### src/rtl/cfg_guard_pkg.sv
package cfg_guard_pkg;
    localparam int WORD_W = 32;
    typedef logic [WORD_W-1:0] word_t;

    localparam word_t OPC_IDENT = 32'h0000_0001;
    localparam word_t OPC_FRAME = 32'h0000_0002;
    localparam word_t OPC_CHECK = 32'h0000_0003;

    typedef enum logic [1:0] {ST_HUNT, ST_OPC, ST_DATA, ST_HALT} gstate_e;
    typedef enum logic [1:0] {PK_NOP, PK_IDENT, PK_FRAME, PK_CHECK} pkind_e;

    function automatic pkind_e decode_opc(input word_t w);
        case (w)
            OPC_IDENT: return PK_IDENT;
            OPC_FRAME: return PK_FRAME;
            OPC_CHECK: return PK_CHECK;
            default:   return PK_NOP;
        endcase
    endfunction
endpackage

### src/rtl/cfg_sync_match.sv
module cfg_sync_match
    import cfg_guard_pkg::*;
#(
    parameter word_t PATTERN = 32'hAA99_5566
) (
    input  logic  take,
    input  logic  armed,
    input  word_t word,
    output logic  hit
);
    always_comb begin
        hit = take && armed && (word == PATTERN);
    end
endmodule

### src/rtl/cfg_crc32_acc.sv
module cfg_crc32_acc
    import cfg_guard_pkg::*;
#(
    parameter word_t POLY = 32'h04C1_1DB7
) (
    input  logic  clk,
    input  logic  rst_n,
    input  logic  clear,
    input  logic  update,
    input  word_t word,
    output word_t crc
);
    word_t crc_d, crc_q;

    always_comb begin
        crc_d = crc_q;
        if (clear) begin
            crc_d = '0;
        end else if (update) begin
            for (int i = WORD_W - 1; i >= 0; i--) begin
                if (crc_d[WORD_W-1] ^ word[i]) begin
                    crc_d = {crc_d[WORD_W-2:0], 1'b0} ^ POLY;
                end else begin
                    crc_d = {crc_d[WORD_W-2:0], 1'b0};
                end
            end
        end
    end

    always_ff @(posedge clk or negedge rst_n) begin
        if (!rst_n) crc_q <= '0;
        else        crc_q <= crc_d;
    end

    assign crc = crc_q;
endmodule

### src/rtl/cfg_stream_guard.sv
module cfg_stream_guard
    import cfg_guard_pkg::*;
#(
    parameter word_t SYNC_PATTERN = 32'hAA99_5566,
    parameter word_t DEVICE_ID    = 32'h0123_4567,
    parameter word_t CRC_POLY     = 32'h04C1_1DB7
) (
    input  logic        clk,
    input  logic        rst_n,
    input  logic        in_valid,
    input  logic [31:0] in_data,
    output logic        in_ready,
    input  logic        crc_check_en,
    output logic        synced,
    output logic        id_err,
    output logic        crc_err,
    output logic        init_n,
    output logic        frame_valid,
    output logic [31:0] frame_data
);
    typedef struct packed {
        gstate_e st;
        pkind_e  kind;
        logic    synced;
        logic    id_ok;
        logic    id_err;
        logic    crc_err;
        logic    fv;
        word_t   fd;
    } guard_t;

    guard_t s_d, s_q;
    logic   take;
    logic   sync_hit;
    logic   crc_clear;
    logic   crc_upd;
    word_t  crc_now;

    assign in_ready = (s_q.st != ST_HALT);
    assign take     = in_valid && in_ready;

    cfg_sync_match #(.PATTERN(SYNC_PATTERN)) u_sync (
        .take  (take),
        .armed (s_q.st == ST_HUNT),
        .word  (in_data),
        .hit   (sync_hit)
    );

    cfg_crc32_acc #(.POLY(CRC_POLY)) u_crc (
        .clk    (clk),
        .rst_n  (rst_n),
        .clear  (crc_clear),
        .update (crc_upd),
        .word   (in_data),
        .crc    (crc_now)
    );

    always_comb begin
        s_d       = s_q;
        s_d.fv    = 1'b0;
        crc_clear = 1'b0;
        crc_upd   = 1'b0;
        case (s_q.st)
            ST_HUNT: begin
                if (sync_hit) begin
                    s_d.st     = ST_OPC;
                    s_d.synced = 1'b1;
                    crc_clear  = 1'b1;
                end
            end
            ST_OPC: begin
                if (take) begin
                    s_d.kind = decode_opc(in_data);
                    s_d.st   = ST_DATA;
                    crc_upd  = (decode_opc(in_data) != PK_CHECK);
                end
            end
            ST_DATA: begin
                if (take) begin
                    s_d.st = ST_OPC;
                    case (s_q.kind)
                        PK_IDENT: begin
                            crc_upd = 1'b1;
                            if (in_data == DEVICE_ID) s_d.id_ok  = 1'b1;
                            else                      s_d.id_err = 1'b1;
                        end
                        PK_FRAME: begin
                            crc_upd = 1'b1;
                            if (s_q.id_ok && !s_q.id_err) begin
                                s_d.fv = 1'b1;
                                s_d.fd = in_data;
                            end
                        end
                        PK_CHECK: begin
                            if (crc_check_en && (in_data != crc_now)) begin
                                s_d.crc_err = 1'b1;
                                s_d.st      = ST_HALT;
                            end else begin
                                crc_clear = 1'b1;
                            end
                        end
                        default: crc_upd = 1'b1;
                    endcase
                end
            end
            default: ;
        endcase
    end

    always_ff @(posedge clk or negedge rst_n) begin
        if (!rst_n) begin
            s_q <= '{st: ST_HUNT, kind: PK_NOP, synced: 1'b0, id_ok: 1'b0,
                     id_err: 1'b0, crc_err: 1'b0, fv: 1'b0, fd: '0};
        end else begin
            s_q <= s_d;
        end
    end

    assign synced      = s_q.synced;
    assign id_err      = s_q.id_err;
    assign crc_err     = s_q.crc_err;
    assign init_n      = !s_q.crc_err;
    assign frame_valid = s_q.fv;
    assign frame_data  = s_q.fd;
endmodule

### config.mk
export PLATFORM = sky130hd
export DESIGN_NAME = cfg_stream_guard
export DESIGN_NICKNAME = d
export VERILOG_FILES = /design/src/rtl/cfg_guard_pkg.sv /design/src/rtl/cfg_sync_match.sv /design/src/rtl/cfg_crc32_acc.sv /design/src/rtl/cfg_stream_guard.sv
export SDC_FILE = /design/constraint.sdc
export NUM_CORES = 1
export LEC_CHECK = 0
export BUFFER_PORTS_ARGS = -buffer_cell sky130_fd_sc_hd__buf_2
export CAP_MARGIN = 20
export CORE_MARGIN = 2
export CORE_UTILIZATION = 42
export CTS_CLUSTER_DIAMETER = 120
export DETAILED_ROUTE_END_ITERATION = 16
export PLACE_DENSITY_LB_ADDON = 0.08
export RECOVER_POWER = 50
export SYNTH_ARGS = -nofsm -noshare
export SYNTH_HDL_FRONTEND = slang
export SYNTH_SLANG_ARGS = --single-unit
### constraint.sdc
create_clock -name clk -period 3.4 [get_ports clk]
set_input_delay 0.17 -clock clk [delete_from_list [all_inputs] [get_ports clk]]
set_output_delay 0.17 -clock clk [all_outputs]
set_load 0.03 [all_outputs]
# After elaboration in Yosys (flattened, before gate mapping)
# Cells that the tools add are included.
word_totals:
  register_bits: 73
  inputBits: 36
  output_inout_bits: 38
  wordCells: 225
classes:
  eq_ne: 16
  mux: 118
  n_bitwise: 65
  n_reduce_logical: 17
op_table:
  columns: ["operator", "count"]
  rows:
  - ["$mux 32", 64]
  - ["$mux 27", 32]
  - ["$not 14->14", 32]
  - ["$mux 33", 4]
  - ["$eq 32x2->1 const B", 2]
  - ["$eq 32x1->1 const B", 1]
  - ["$eq 32x25->1 const B", 1]
  - ["$eq 32x32->1 const B", 1]
  - ["$ne 32x32->1", 1]
  - ["$xor 1x1->1", 32]
  - ["$reduce_and 4->1", 5]
  - ["$mux 2", 6]
  - ["$pmux 2 s3", 2]
  - ["$mux 1", 7]
  - ["$eq 2x2->1 const B", 3]
  - ["$ne 2x2->1 const B", 3]
  - ["$logic_and 1x1->1", 5]
  - ["$eq 2x1->1 const B", 2]
  - ["$mux 4", 1]
  - ["$ne 2x1->1 const B", 2]
  - ["$pmux 1 s2", 2]
  - ["$reduce_and 2->1", 2]
  - ["$reduce_bool 3->1", 1]
  - ["$logic_not 1->1", 2]
  - ["other kinds (3)", 3]

# Logic depth before layout (Yosys ltp)
# Gate-level depths: netlist (run 1).
logic_depth:
  depth_word: 133
  depth_mapped: 10
  ltp_nobuf: 10

# By module
# Synthesis (run 1) repeated with hierarchy kept, for this count alone.
unflattened:
  cells_unflattened: 592
  hier_area_um2: 7159.4
modules_own_cells:
  columns: ["module", "n_inst", "cells_per_inst", "area_per_inst_um2", "seq_area_each_um2"]
  rows:
  - ["cfg_crc32_acc", 1, 368, 4479.3, 800.8]
  - ["cfg_stream_guard", 1, 211, 2560.0, 1026.0]
  - ["cfg_sync_match", 1, 13, 120.1, 0.0]

# Worst setup path before layout (run 1)
# Ideal clock, no wire load.
synth_path:
  path_type: "reg2reg"
  from: "register u_crc.crc_q[28], in the netlist u_crc.crc[28]"
  to: "register u_crc.crc_q[17], in the netlist u_crc.crc[17]"
  setup_ps: 121
  t_arrival_ps: 3493
  t_required_ps: 3279
  slack_ps: -214
  stages_incl_launch_ff: 10
  path_buffers: 0
  period_less_slack_ps: 3614
  cell_sequence: "dfrtp_1 > xor2_2 > xnor3_1 > xnor3_1 > xor2_1 > xor3_1 > xnor2_1 > xnor3_1 > xnor2_1 > a22o_1"
synth_between:
  elab_chain_cells: 99
  elab_cells_between_ends: 133
  classes_between: "eq/ne: 1; mux: 97; bitwise: 33; reduce/logical: 2"
synth_lines:
  columns: ["element", "line_no", "text"]
  rows:
  - ["start: declaration", "cfg_crc32_acc.sv:13", "word_t crc_d, crc_q;"]
  - ["start signal: assignment", "cfg_crc32_acc.sv:32", "else crc_q <= crc_d;"]
  - ["$mux 32", "cfg_crc32_acc.sv:19", "end else if (update) begin"]
  - ["$mux 32", "cfg_crc32_acc.sv:17", "if (clear) begin"]
  - ["$mux 32", "cfg_crc32_acc.sv:19", null]
  - ["$mux 32", "cfg_crc32_acc.sv:17", null]
  - ["$mux 32", "cfg_crc32_acc.sv:19", null]
  - ["$mux 32", "cfg_crc32_acc.sv:17", null]
  - ["$xor 1x1->1", "cfg_crc32_acc.sv:21", "if (crc_d[WORD_W-1] ^ word[i]) begin"]
  - ["$mux 27", "cfg_crc32_acc.sv:21", null]
  - ["[... 83 more ...]", null, null]
  - ["$mux 32", "cfg_crc32_acc.sv:17", null]
  - ["$not 14->14 (no source line) or $xor 1x1->1 (tied branches)", null, null]
  - ["$mux 27", "cfg_crc32_acc.sv:21", null]
  - ["$mux 32", "cfg_crc32_acc.sv:19", null]
  - ["$mux 32", "cfg_crc32_acc.sv:17", null]
  - ["$mux 27", "cfg_crc32_acc.sv:21", null]
  - ["$mux 32", "cfg_crc32_acc.sv:19", null]
  - ["$mux 32", "cfg_crc32_acc.sv:17", null]
# Parallel ways exist; a longest one is shown, timed or not. The select of a mux whose other input is x is not followed.
# A chain may end at the register's enable or synchronous reset.

# Worst setup path after layout (run 1)
# Same ends and word-level chain as after synthesis.

==> results of run 1 <==
==> repair_timing <==
item                       CTS  global route
hold buffers                 0             0
cloned                       0             0
pin swaps                    3            10
gates resized for setup      3            20
setup endpoints to repair    8            20
buffers inserted             0             8
==> cells in the mapped netlist (all sizes together) <==
library cell / number
xor2: 51
inv: 8
nand4: 8
nor3: 8
and4: 1
o21ai: 4
nand2: 101
xnor3: 29
or4: 3
clkbuf: 9
a21o: 1
a21oi: 1
a31o: 1
nand4b: 1
nor4: 4
ha: 6
xor3: 5
and4b: 1
or2: 1
buf: 35
nor2b: 3
nand3: 12
dfrtp: 73
xnor2: 179
or3: 1
nor4bb: 1
nor2: 8
a22o: 34
o22a: 1
==> per-stage QoR <==
step           hold slack [ns]  utilization (%)  area, um^2   TNS [ns]
3_3_place_gp            0.3775            49.67        7192    -0.3713
4_1_cts                0.01472            51.84        7506   -0.01208
3_5_place_dp            0.3881            49.67        7192    -0.1772
5_1_grt                0.08159            53.02        7676   -0.05894
6_report               0.07379            53.02        7676          0
2_1_floorplan          -0.1256                -        6236  -0.001638
==> layer usage <==
metal  vias up  track usage [%]  part of all wire [%]
met2       103            37.84                    48
met3        20            4.664                   4.8
met5         -                0                     0
met1      2213            33.48                    45
li1       2168                -                     -
met4         0            6.797                   2.0
==> path summary, 6_finish.rpt <==
| check | start | endpoint | slack (ns) | cells past startpoint |
|---|---|---|---|---|
| worst max-delay path | u_crc.crc[28] | u_crc.crc[17] | 0.09 | 10 |
| max in group asynchronous | rst_n | u_crc.crc[28] | 1.82 | 1 |
| worst min-delay path | in_data[30] | frame_data[30] | 0.07 | 3 |
| worst max register to register | u_crc.crc[28] | u_crc.crc[17] | 0.09 | 10 |
| worst min register to register | frame_data[30] | frame_data[30] | 0.47 | 2 |
| min in group asynchronous | rst_n | frame_data[8] | 0.33 | 1 |
==> tightest hold or removal path, stage by stage <==
cell                      delay (ns)
sky130_fd_sc_hd__buf_2          0.11
sky130_fd_sc_hd__nand2_1        0.05
sky130_fd_sc_hd__nand2_1        0.05
==> flip-flops by register name (all words and copies together) (netlist names) <==
register and flops:
crc_err 1, frame_valid 1, synced 1, s_q 5, id_err 1, frame_data 32, u_crc.crc 32
==> cell type report <==
class | instances | area [um^2]
clock buffer | 11 | 252.7
tap | 184 | 230.2
clock inverter | 5 | 37.54
inverter | 8 | 32.53
fill | 1308 | 6803
multi-input combinational | 465 | 4254
sequential | 73 | 1828
timing repair buffer | 162 | 1041
==> cells in the final DEF, fill, tap and decap left out, drive strengths merged, types with 4 or more instances in the layout <==
cell / netlist / routed
a22o: 34 / 34
xnor2: 179 / 179
ha: 6 / 6
o21ai: 4 / 4
nand2: 101 / 101
xor2: 51 / 51
nor3: 8 / 8
nand4: 8 / 8
nor4: 4 / 4
xnor3: 29 / 29
xor3: 5 / 5
inv: 8 / 9
buf: 35 / 144
nor2: 8 / 8
clkbuf: 9 / 29
nand3: 12 / 12
dfrtp: 73 / 73
==> logic make-up (layout without fill, tap and decap cells) <==
| group | after synthesis | in the layout | synth area share (%) |
|---|---|---|---|
| fa+ha+maj | 6 | 6 | 1.210 |
| buf+inv | 52 | 186 | 5.084 |
| xor+xnor | 264 | 264 | 47.75 |
| flops | 73 | 73 | 29.45 |
| compound gates | 42 | 42 | 5.608 |
| simple gates | 153 | 153 | 10.89 |
==> parameters.txt, run 1 <==
Parameter                              Value

CTS
  Root Driver ... sky130_fd_sc_hd__clkbuf_16
  Deepest level of the CTS H-tree ... 3
  Clock buffer count from CTS ... 9
  Maximum buffer depth of the clock tree ... 2
  Clk Latency, worst-skew pair ... 0.34 ns
  TritonCTS clock tree ... done
  Clock edge transition at the registers on the reported setup and hold paths ... 0.06 ns
  CTS sink count ... 73

Die
  Placeable core area ... 0.01448 mm^2
  Number of primary I/O pins ... 74
  Height of the die ... 125.5 um
  Effective utilization at floorplan ... between 40% and 50%
  Die X ... about 130 um
  Cell Rows ... 44
  Area of the die ... 0.01576 mm^2

Yosys
  Seq cells post-synth ... 73
  Synthesized netlist cell count ... 590
  Most area-hungry cell type in the Yosys netlist ... sky130_fd_sc_hd__dfrtp_1
  Number of different library cells in the post-synthesis netlist ... 38
  Proportion of netlist area held by the largest area contributor ... 29.45%
  Post-synthesis instance area ... 0.006202 mm^2
  Total nets after synthesis ... 632
  Synth top area cells ... sky130_fd_sc_hd__dfrtp_1, sky130_fd_sc_hd__xnor2_1, sky130_fd_sc_hd__xnor3_1
  Fraction of the yosys area taken by sequential cells ... 29.45%
  Mapped Avg Cell Area ... around 11 um^2
  Synth warnings ... 0

Setup path
  Cell family with most CP delay ... XOR/XNOR gates
  Slowest cell on crit path ... sky130_fd_sc_hd__xor3_2
  CP startpoint kind ... flip-flop
  Maximum single-stage delay on the critical path ... ~0.56 ns
  Total buffers and inverters traversed by the critical path ... 1
  Crit path top cell by count ... sky130_fd_sc_hd__xnor3_1
  Worst endpoint data arrival time ... approximately 3.6 ns
  CP max FO ... 5
  Cell chain of the critical path ... xor2_4 -> buf_6 -> xnor3_2 -> xnor3_1 -> xor2_2 -> xor3_2 -> xnor2_4 -> xnor3_1 -> xnor2_1 -> a22o_1
  Required time at the worst-slack endpoint ... about 3.6 ns
  Kind of capture point of the worst setup path ... flip-flop
  Type of the setup path with the least slack ... reg -> reg

Timing
  Max-slew violation total from the final report ... 74
  Number of setup violations in the final report ... 0
  Final critical-path share of the clock period ... 97.40%
  Measured slew at the worst slew-check pin ... 1.858 ns
  Fmax achieved ... 302.0 MHz
  Time the worst path needs with I/O delays and setup ... 3.312 ns
  Worst max-slew margin expressed relative to the limit ... -23.88%
  Clock skew ... 0.009099 ns
  Final count of hold timing violations ... 0
  RSZ-0062 raised after global routing ... yes
  Setup WS post-layout ... 0.08838 ns

Drt
  Final routed wire length divided by cell count ... 20.17 um
  Mean number of vias per cell ... 4.960
  First DRT Iteration DRCs ... 251
  ANT nets after route ... 0
  First-pass iteration count of the detailed router ... 4
  Total DRC errors in the routed layout ... 0
  Wire length after detailed routing ... around 18000 um
  Via total after detailed routing ... 4504

GRT
  Vias in the first global route ... 4637
  Maximum number of pins on one net before global-route repair ... 74
  Initial antenna violation count ... 0
  Global-route wire length before repair ... 28150 um
  Gr ovfl total ... 0
  Total routing usage reported by global routing ... 23.90%

Flow run
  Max-capacitance violation count ... 1

Place
  Final weighted congestion in routability-driven placement ... 0.9389
  Port bufs ... between 70 and 80
  Post-place setup slack ... -0.04616 ns
  DP Cell Count ... 884
  HPWL Detailed ... 14630 um

Status
  Result of the run ... finished, violations left
  Failing checks ... capacitance limit, slew limit

Finish
  Area growth from synthesis to layout ... 23.76%
  Antenna diode count ... 0
  Number of standard cells in the layout, taps in and fillers out ... 908
  Layout net count ... 761
  Share of final-layout standard cells stronger than drive strength 1 ... 29.42%

Worst hold path
  Class of the most critical hold timing path ... in -> reg
Power of run 1 is not shown: default switching activity piles up to over one toggle a cycle in this logic, so the estimate is an artifact.
==> inputs of run 2 (changes only) <==
Settings changed: REMOVE_ABC_BUFFERS set to 1.
==> parameters.txt, run 2 (same netlist as run 1, synthesis figures left out) <==
Parameter                              Value

Die
  Placeable core area ... 0.01448 mm^2
  Height of the die ... about 130 um
  Effective utilization at floorplan ... 42.84%
  Die X ... 125.5 um
  Area of the die ... 0.01576 mm^2
  Cell Rows ... 44
  Number of primary I/O pins ... 74

Setup path
  Beginning of the worst register-to-register path ... u_crc.crc[27]
  Launch point of the critical path ... u_crc.crc[27]
  Worst endpoint data arrival time ... 3.58 ns
  CP startpoint kind ... flip-flop
  Kind of capture point of the worst setup path ... flip-flop
  Type of the setup path with the least slack ... reg -> reg
  CP max FO ... 5
  Required time at the worst-slack endpoint ... roughly 3.6 ns

CTS
  Number of buffers inserted for hold repair after clock tree synthesis ... 0
  Deepest level of the CTS H-tree ... 3
  TritonCTS clock tree ... done
  Maximum buffer depth of the clock tree ... 2
  Clock buffer count from CTS ... 9
  Clock edge transition at the registers on the reported setup and hold paths ... 0.06 ns
  Clk Latency, worst-skew pair ... 0.34 ns
  CTS sink count ... 73
  Root Driver ... sky130_fd_sc_hd__clkbuf_16

Drt
  Final routed wire length divided by cell count ... 18.98 um
  First DRT Iteration DRCs ... 277
  Wire length after detailed routing ... 17440 um
  ANT nets after route ... 0
  Via total after detailed routing ... 4559
  Mean number of vias per cell ... 4.961
  Total DRC errors in the routed layout ... 0
  First-pass iteration count of the detailed router ... 4

GRT
  Global-route wire length before repair ... 27130 um
  Maximum number of pins on one net before global-route repair ... 74
  Vias in the first global route ... 4633
  Initial antenna violation count ... 0
  Total routing usage reported by global routing ... 22.61%
  Gr ovfl total ... 0

Timing
  Number of setup violations in the final report ... 0
  RSZ-0062 raised after global routing ... yes
  Sum of negative setup slack ... 0 ns
  Worst max-slew margin expressed relative to the limit ... -25.80%
  Time the worst path needs with I/O delays and setup ... roughly 3.4 ns
  Clock skew ... 0.01300 ns
  Max-slew violation total from the final report ... 74
  Final count of hold timing violations ... 0
  Final critical-path share of the clock period ... 98.66%
  Fmax achieved ... 298.1 MHz
  Measured slew at the worst slew-check pin ... 1.887 ns

Place
  HPWL Detailed ... ~14000 um
  DP Cell Count ... 897
  Final weighted congestion in routability-driven placement ... 0.9252
  Placed cell areas ... approximately 0.0073 mm^2
  Port bufs ... 73

Finish
  Layout net count ... around 770
  Final Instance Area ... slightly below 0.008 mm^2
  Number of standard cells in the layout, taps in and fillers out ... 919
  Most frequent cells in the layout ... sky130_fd_sc_hd__xnor2_1, sky130_fd_sc_hd__nand2_1, sky130_fd_sc_hd__buf_4
  Antenna diode count ... 0
  Share of final-layout standard cells stronger than drive strength 1 ... 31.29%
  Area growth from synthesis to layout ... 26.14%
  Commonest non-fill, non-tap cell in the layout ... sky130_fd_sc_hd__xnor2_1

Worst hold path
  Class of the most critical hold timing path ... in -> reg
  Hold Startpoint ... in_data[11]

Status
  Failing checks ... capacitance limit, slew limit
  Result of the run ... finished, violations left

Flow run
  Max-capacitance violation count ... 1
## run 2: cell types whose count changed in the layout (fill, tap and decap cells not counted), moves of 2 or more
cell	delta
sky130_fd_sc_hd__xnor2_1	-4
sky130_fd_sc_hd__buf_12	+2
sky130_fd_sc_hd__xnor2_4	-3
sky130_fd_sc_hd__xnor2_2	+7
sky130_fd_sc_hd__xor2_1	-3
sky130_fd_sc_hd__xor2_4	+3
sky130_fd_sc_hd__buf_4	+10
## run 2: area by class of cell
cell class	instances	area, um^2
multi-input combinational	465	4305
fill	1308	6655
timing repair buffer	174	1157
tap	184	230.2
sequential	73	1828
clock inverter	4	30.03
clock buffer	11	242.7
inverter	8	30.03
## run 2: through the flow
step	setup slack, ns	hold WS (ns)	util, %
final	0.04562	0.07165	54.04
after detailed placement	-0.1196	0.3801	50.20
after global routing	-0.01648	0.08133	54.04
after global placement	-0.1643	0.3597	50.20
after CTS	0.004700	0.02192	52.25
after floorplan	-0.2259	-0.1256	-
## run 2: final timing paths
path | slack [ns] | cells after the start | end
max | 0.05 | 10 | u_crc.crc[16]
min | 0.07 | 3 | frame_data[11]
max reg2reg | 0.05 | 10 | u_crc.crc[16]
min reg2reg | 0.47 | 2 | frame_data[25]
max in group asynchronous | 1.80 | 1 | u_crc.crc[31]
min in group asynchronous | 0.35 | 1 | frame_valid
## run 2: worst max-delay path, cell delays in order, from the launching register on
cell and delay [ns]:
sky130_fd_sc_hd__dfrtp_1 0.42, sky130_fd_sc_hd__xor2_2 0.20, sky130_fd_sc_hd__xnor3_2 0.54, sky130_fd_sc_hd__xnor3_4 0.49, sky130_fd_sc_hd__buf_4 0.19, sky130_fd_sc_hd__xnor2_1 0.23, sky130_fd_sc_hd__xor2_1 0.41, sky130_fd_sc_hd__xnor2_1 0.22
sky130_fd_sc_hd__xor2_1 0.21, sky130_fd_sc_hd__buf_4 0.16, sky130_fd_sc_hd__a22o_1 0.17
## run 2: layer usage
| metal | vias up | wire (um) | track usage, % | part of all wire, % |
|---|---|---|---|---|
| met3 | 19 | 693 | 3.552 | 4.0 |
| met5 | - | 0 | 0 | 0 |
| li1 | 2190 | - | - | - |
| met4 | 0 | 277 | 5.752 | 1.6 |
| met1 | 2248 | 8344 | 32.42 | 48 |
| met2 | 102 | 8126 | 35.87 | 47 |
## run 2: what timing repair did
item,4_1_cts,5_1_grt
resized for setup,4,30
pin swaps,2,15
endpoints found under the setup margin,11,22
setup buffers,0,7
cloned,0,0
Power of run 2 is left out for the same reason.
==> inputs of run 3 (changes only) <==
Settings changed: SYNTH_HIERARCHICAL set to 1.
==> parameters.txt, run 3 <==
Parameter                              Value

Timing
  Number of setup violations in the final report ... 1
  Final count of hold timing violations ... 0
  Time the worst path needs with I/O delays and setup ... 3.400 ns
  Worst max-slew margin expressed relative to the limit ... -30.03%
  Fin Hold WS ... 0.1562 ns
  Max-slew violation total from the final report ... 34
  Final critical-path share of the clock period ... 100.0%
  Clock skew ... between 0.01 and 0.015 ns
  RSZ-0062 raised after global routing ... yes
  Setup WS post-layout ... -0.0004281 ns
  Measured slew at the worst slew-check pin ... 1.950 ns
  Fmax achieved ... 294.1 MHz

Die
  Die X ... 134.6 um
  Height of the die ... about 130 um
  Number of primary I/O pins ... 74
  Placeable core area ... 0.01664 mm^2
  Area of the die ... 0.01811 mm^2
  Cell Rows ... 47
  Effective utilization at floorplan ... a little over two fifths

Setup path
  Slowest cell on crit path ... sky130_fd_sc_hd__xnor3_4
  Type of the setup path with the least slack ... reg -> reg
  Cell chain of the critical path ... xnor2_2 -> buf_6 -> xnor2_2 -> buf_6 -> xnor3_1 -> xnor3_1 -> xnor3_4 -> xnor2_4 -> xor2_1 -> xnor3_1 -> a211oi_2
  Crit path top cell by count ... sky130_fd_sc_hd__xnor3_1
  Worst endpoint data arrival time ... 3.66 ns
  Total buffers and inverters traversed by the critical path ... 2
  Maximum single-stage delay on the critical path ... between 0.5 and 0.6 ns
  Kind of capture point of the worst setup path ... flip-flop
  CP max FO ... 5
  CP startpoint kind ... flip-flop
  Cell family with most CP delay ... XOR/XNOR gates
  Required time at the worst-slack endpoint ... roughly 3.7 ns

Yosys
  Synth warnings ... 6
  Most area-hungry cell type in the Yosys netlist ... sky130_fd_sc_hd__dfrtp_1
  Most instantiated library cell after synthesis ... sky130_fd_sc_hd__xnor2_1
  Number of flops mapped to enable cells by yosys ... 0
  Synthesized netlist cell count ... about 600
  Post-synthesis instance area ... 0.007159 mm^2
  Fraction of the yosys area taken by sequential cells ... between 20 and 30%
  Proportion of netlist area held by the largest area contributor ... 25.52%
  Mapped Avg Cell Area ... about 12 um^2
  Seq cells post-synth ... 73
  Number of different library cells in the post-synthesis netlist ... 48
  Most used DFF post-synth ... sky130_fd_sc_hd__dfrtp_1
  Share of flip-flops with an asynchronous set or reset ... 100.0%
  Synth top area cells ... sky130_fd_sc_hd__dfrtp_1, sky130_fd_sc_hd__xnor2_1, sky130_fd_sc_hd__xor2_1
  Top cells by count, synth ... sky130_fd_sc_hd__xnor2_1, sky130_fd_sc_hd__dfrtp_1, sky130_fd_sc_hd__xor2_1

Drt
  Total DRC errors in the routed layout ... 0
  Final routed wire length divided by cell count ... 21.15 um
  ANT nets after route ... 0
  Mean number of vias per cell ... 4.884
  Via total after detailed routing ... 5045
  Wire length after detailed routing ... between 20000 and 25000 um
  First-pass iteration count of the detailed router ... 4
  First DRT Iteration DRCs ... 317

Status
  Failing checks ... capacitance limit, slew limit, setup timing
  Result of the run ... finished, violations left

CTS
  Maximum buffer depth of the clock tree ... 2
  Clock buffer count from CTS ... 9
  Clock edge transition at the registers on the reported setup and hold paths ... roughly 0.060 ns
  Deepest level of the CTS H-tree ... 3
  TritonCTS clock tree ... done
  Clk Latency, worst-skew pair ... 0.34 ns
  CTS sink count ... 73
  Root Driver ... sky130_fd_sc_hd__clkbuf_16

Place
  Final weighted congestion in routability-driven placement ... approximately 0.89
  HPWL Detailed ... 17130 um
  Port bufs ... 73

Worst hold path
  Class of the most critical hold timing path ... in -> reg

Flow run
  Max-capacitance violation count ... 1

GRT
  Total routing usage reported by global routing ... about 24%
  Gr ovfl total ... 0
  Global-route wire length before repair ... 32160 um
  Vias in the first global route ... 5233
  Maximum number of pins on one net before global-route repair ... 64
  Initial antenna violation count ... 0

Finish
  Most frequent cells in the layout ... sky130_fd_sc_hd__buf_4, sky130_fd_sc_hd__xnor2_1, sky130_fd_sc_hd__dfrtp_1
  Commonest non-fill, non-tap cell in the layout ... sky130_fd_sc_hd__buf_4
  Antenna diode count ... 0
  Layout net count ... around 850
  Area growth from synthesis to layout ... 35.11%
  Share of final-layout standard cells stronger than drive strength 1 ... around 46%
  FILL cells ... 1408
run 3: cells by family (layout without fill, tap and decap cells):
kind of cell / Yosys count / in the layout / share of synthesized area [%]
xor gates and xnor gates: 294 / 294 / 49.70
muxes: 35 / 35 / 7.008
DFF: 73 / 73 / 25.52
adders and majority gates: 6 / 6 / 1.049
buffers and inverters: 52 / 273 / 5.295
and+or+nand+nor: 91 / 91 / 7.253
AOI/OAI and AO/OA: 41 / 41 / 4.177
run 3: path summary, 6_finish.rpt:
path	end	startpoint	slack [ns]	cells after the start
max reg2reg	u_crc/crc[14]	u_crc/crc[23]	-0.0004	11
min reg2reg	synced	synced	0.46	1
max in group asynchronous	frame_data[6]	rst_n	1.08	3
min	frame_data[4]	in_data[4]	0.16	2
min in group asynchronous	u_crc/crc[26]	rst_n	0.91	2
max	u_crc/crc[14]	u_crc/crc[23]	-0.0004	11
run 3: layout make-up:
cell class	instances	area (um^2)	share of cell area, %
Sequential cell	73	1833	18.95
Clock inverter	5	81.33	0.8408
Clock buffer	10	229.0	2.367
Timing Repair Buffer	253	1792	18.52
Tap cell	220	275.3	2.846
Multi-Input combinational cell	467	5444	56.28
Inverter	5	18.77	0.1940
run 3: stage by stage:
stage | area [um^2] | TNS, ns | setup WS (ns) | util (%) | instances
after floorplan | 6799 | -52.91 | -1.728 | - | 545
after global placement | 8488 | -0.3254 | -0.1809 | 51.00 | 971
after detailed placement | 8488 | -0.6070 | -0.1584 | 51.00 | 971
after CTS | 9243 | -0.0005282 | -0.0005282 | 55.54 | 1011
after global routing | 9673 | -1.021 | -0.1098 | 58.12 | 1033
final | 9673 | -0.0004281 | -0.0004281 | 58.12 | 1033
run 3: per-layer routing:
| metal | vias to the layer above | part of all wire [%] | GRT usage [%] |
|---|---|---|---|
| met5 | - | 0 | 0 |
| met4 | 0 | 2.2 | 7.193 |
| met3 | 21 | 5.2 | 3.566 |
| met2 | 127 | 47 | 39.37 |
| met1 | 2493 | 45 | 34.48 |
| li1 | 2404 | - | - |
run 3: repair_timing:
item	4_1_cts	5_1_grt
gates resized for setup	37	48
pin swaps	31	43
buffers inserted	24	23
endpoints found under the hold margin	31	0
endpoints found under the setup margin	15	25
hold buffers	1	0
Power of run 3 is left out for the same reason.
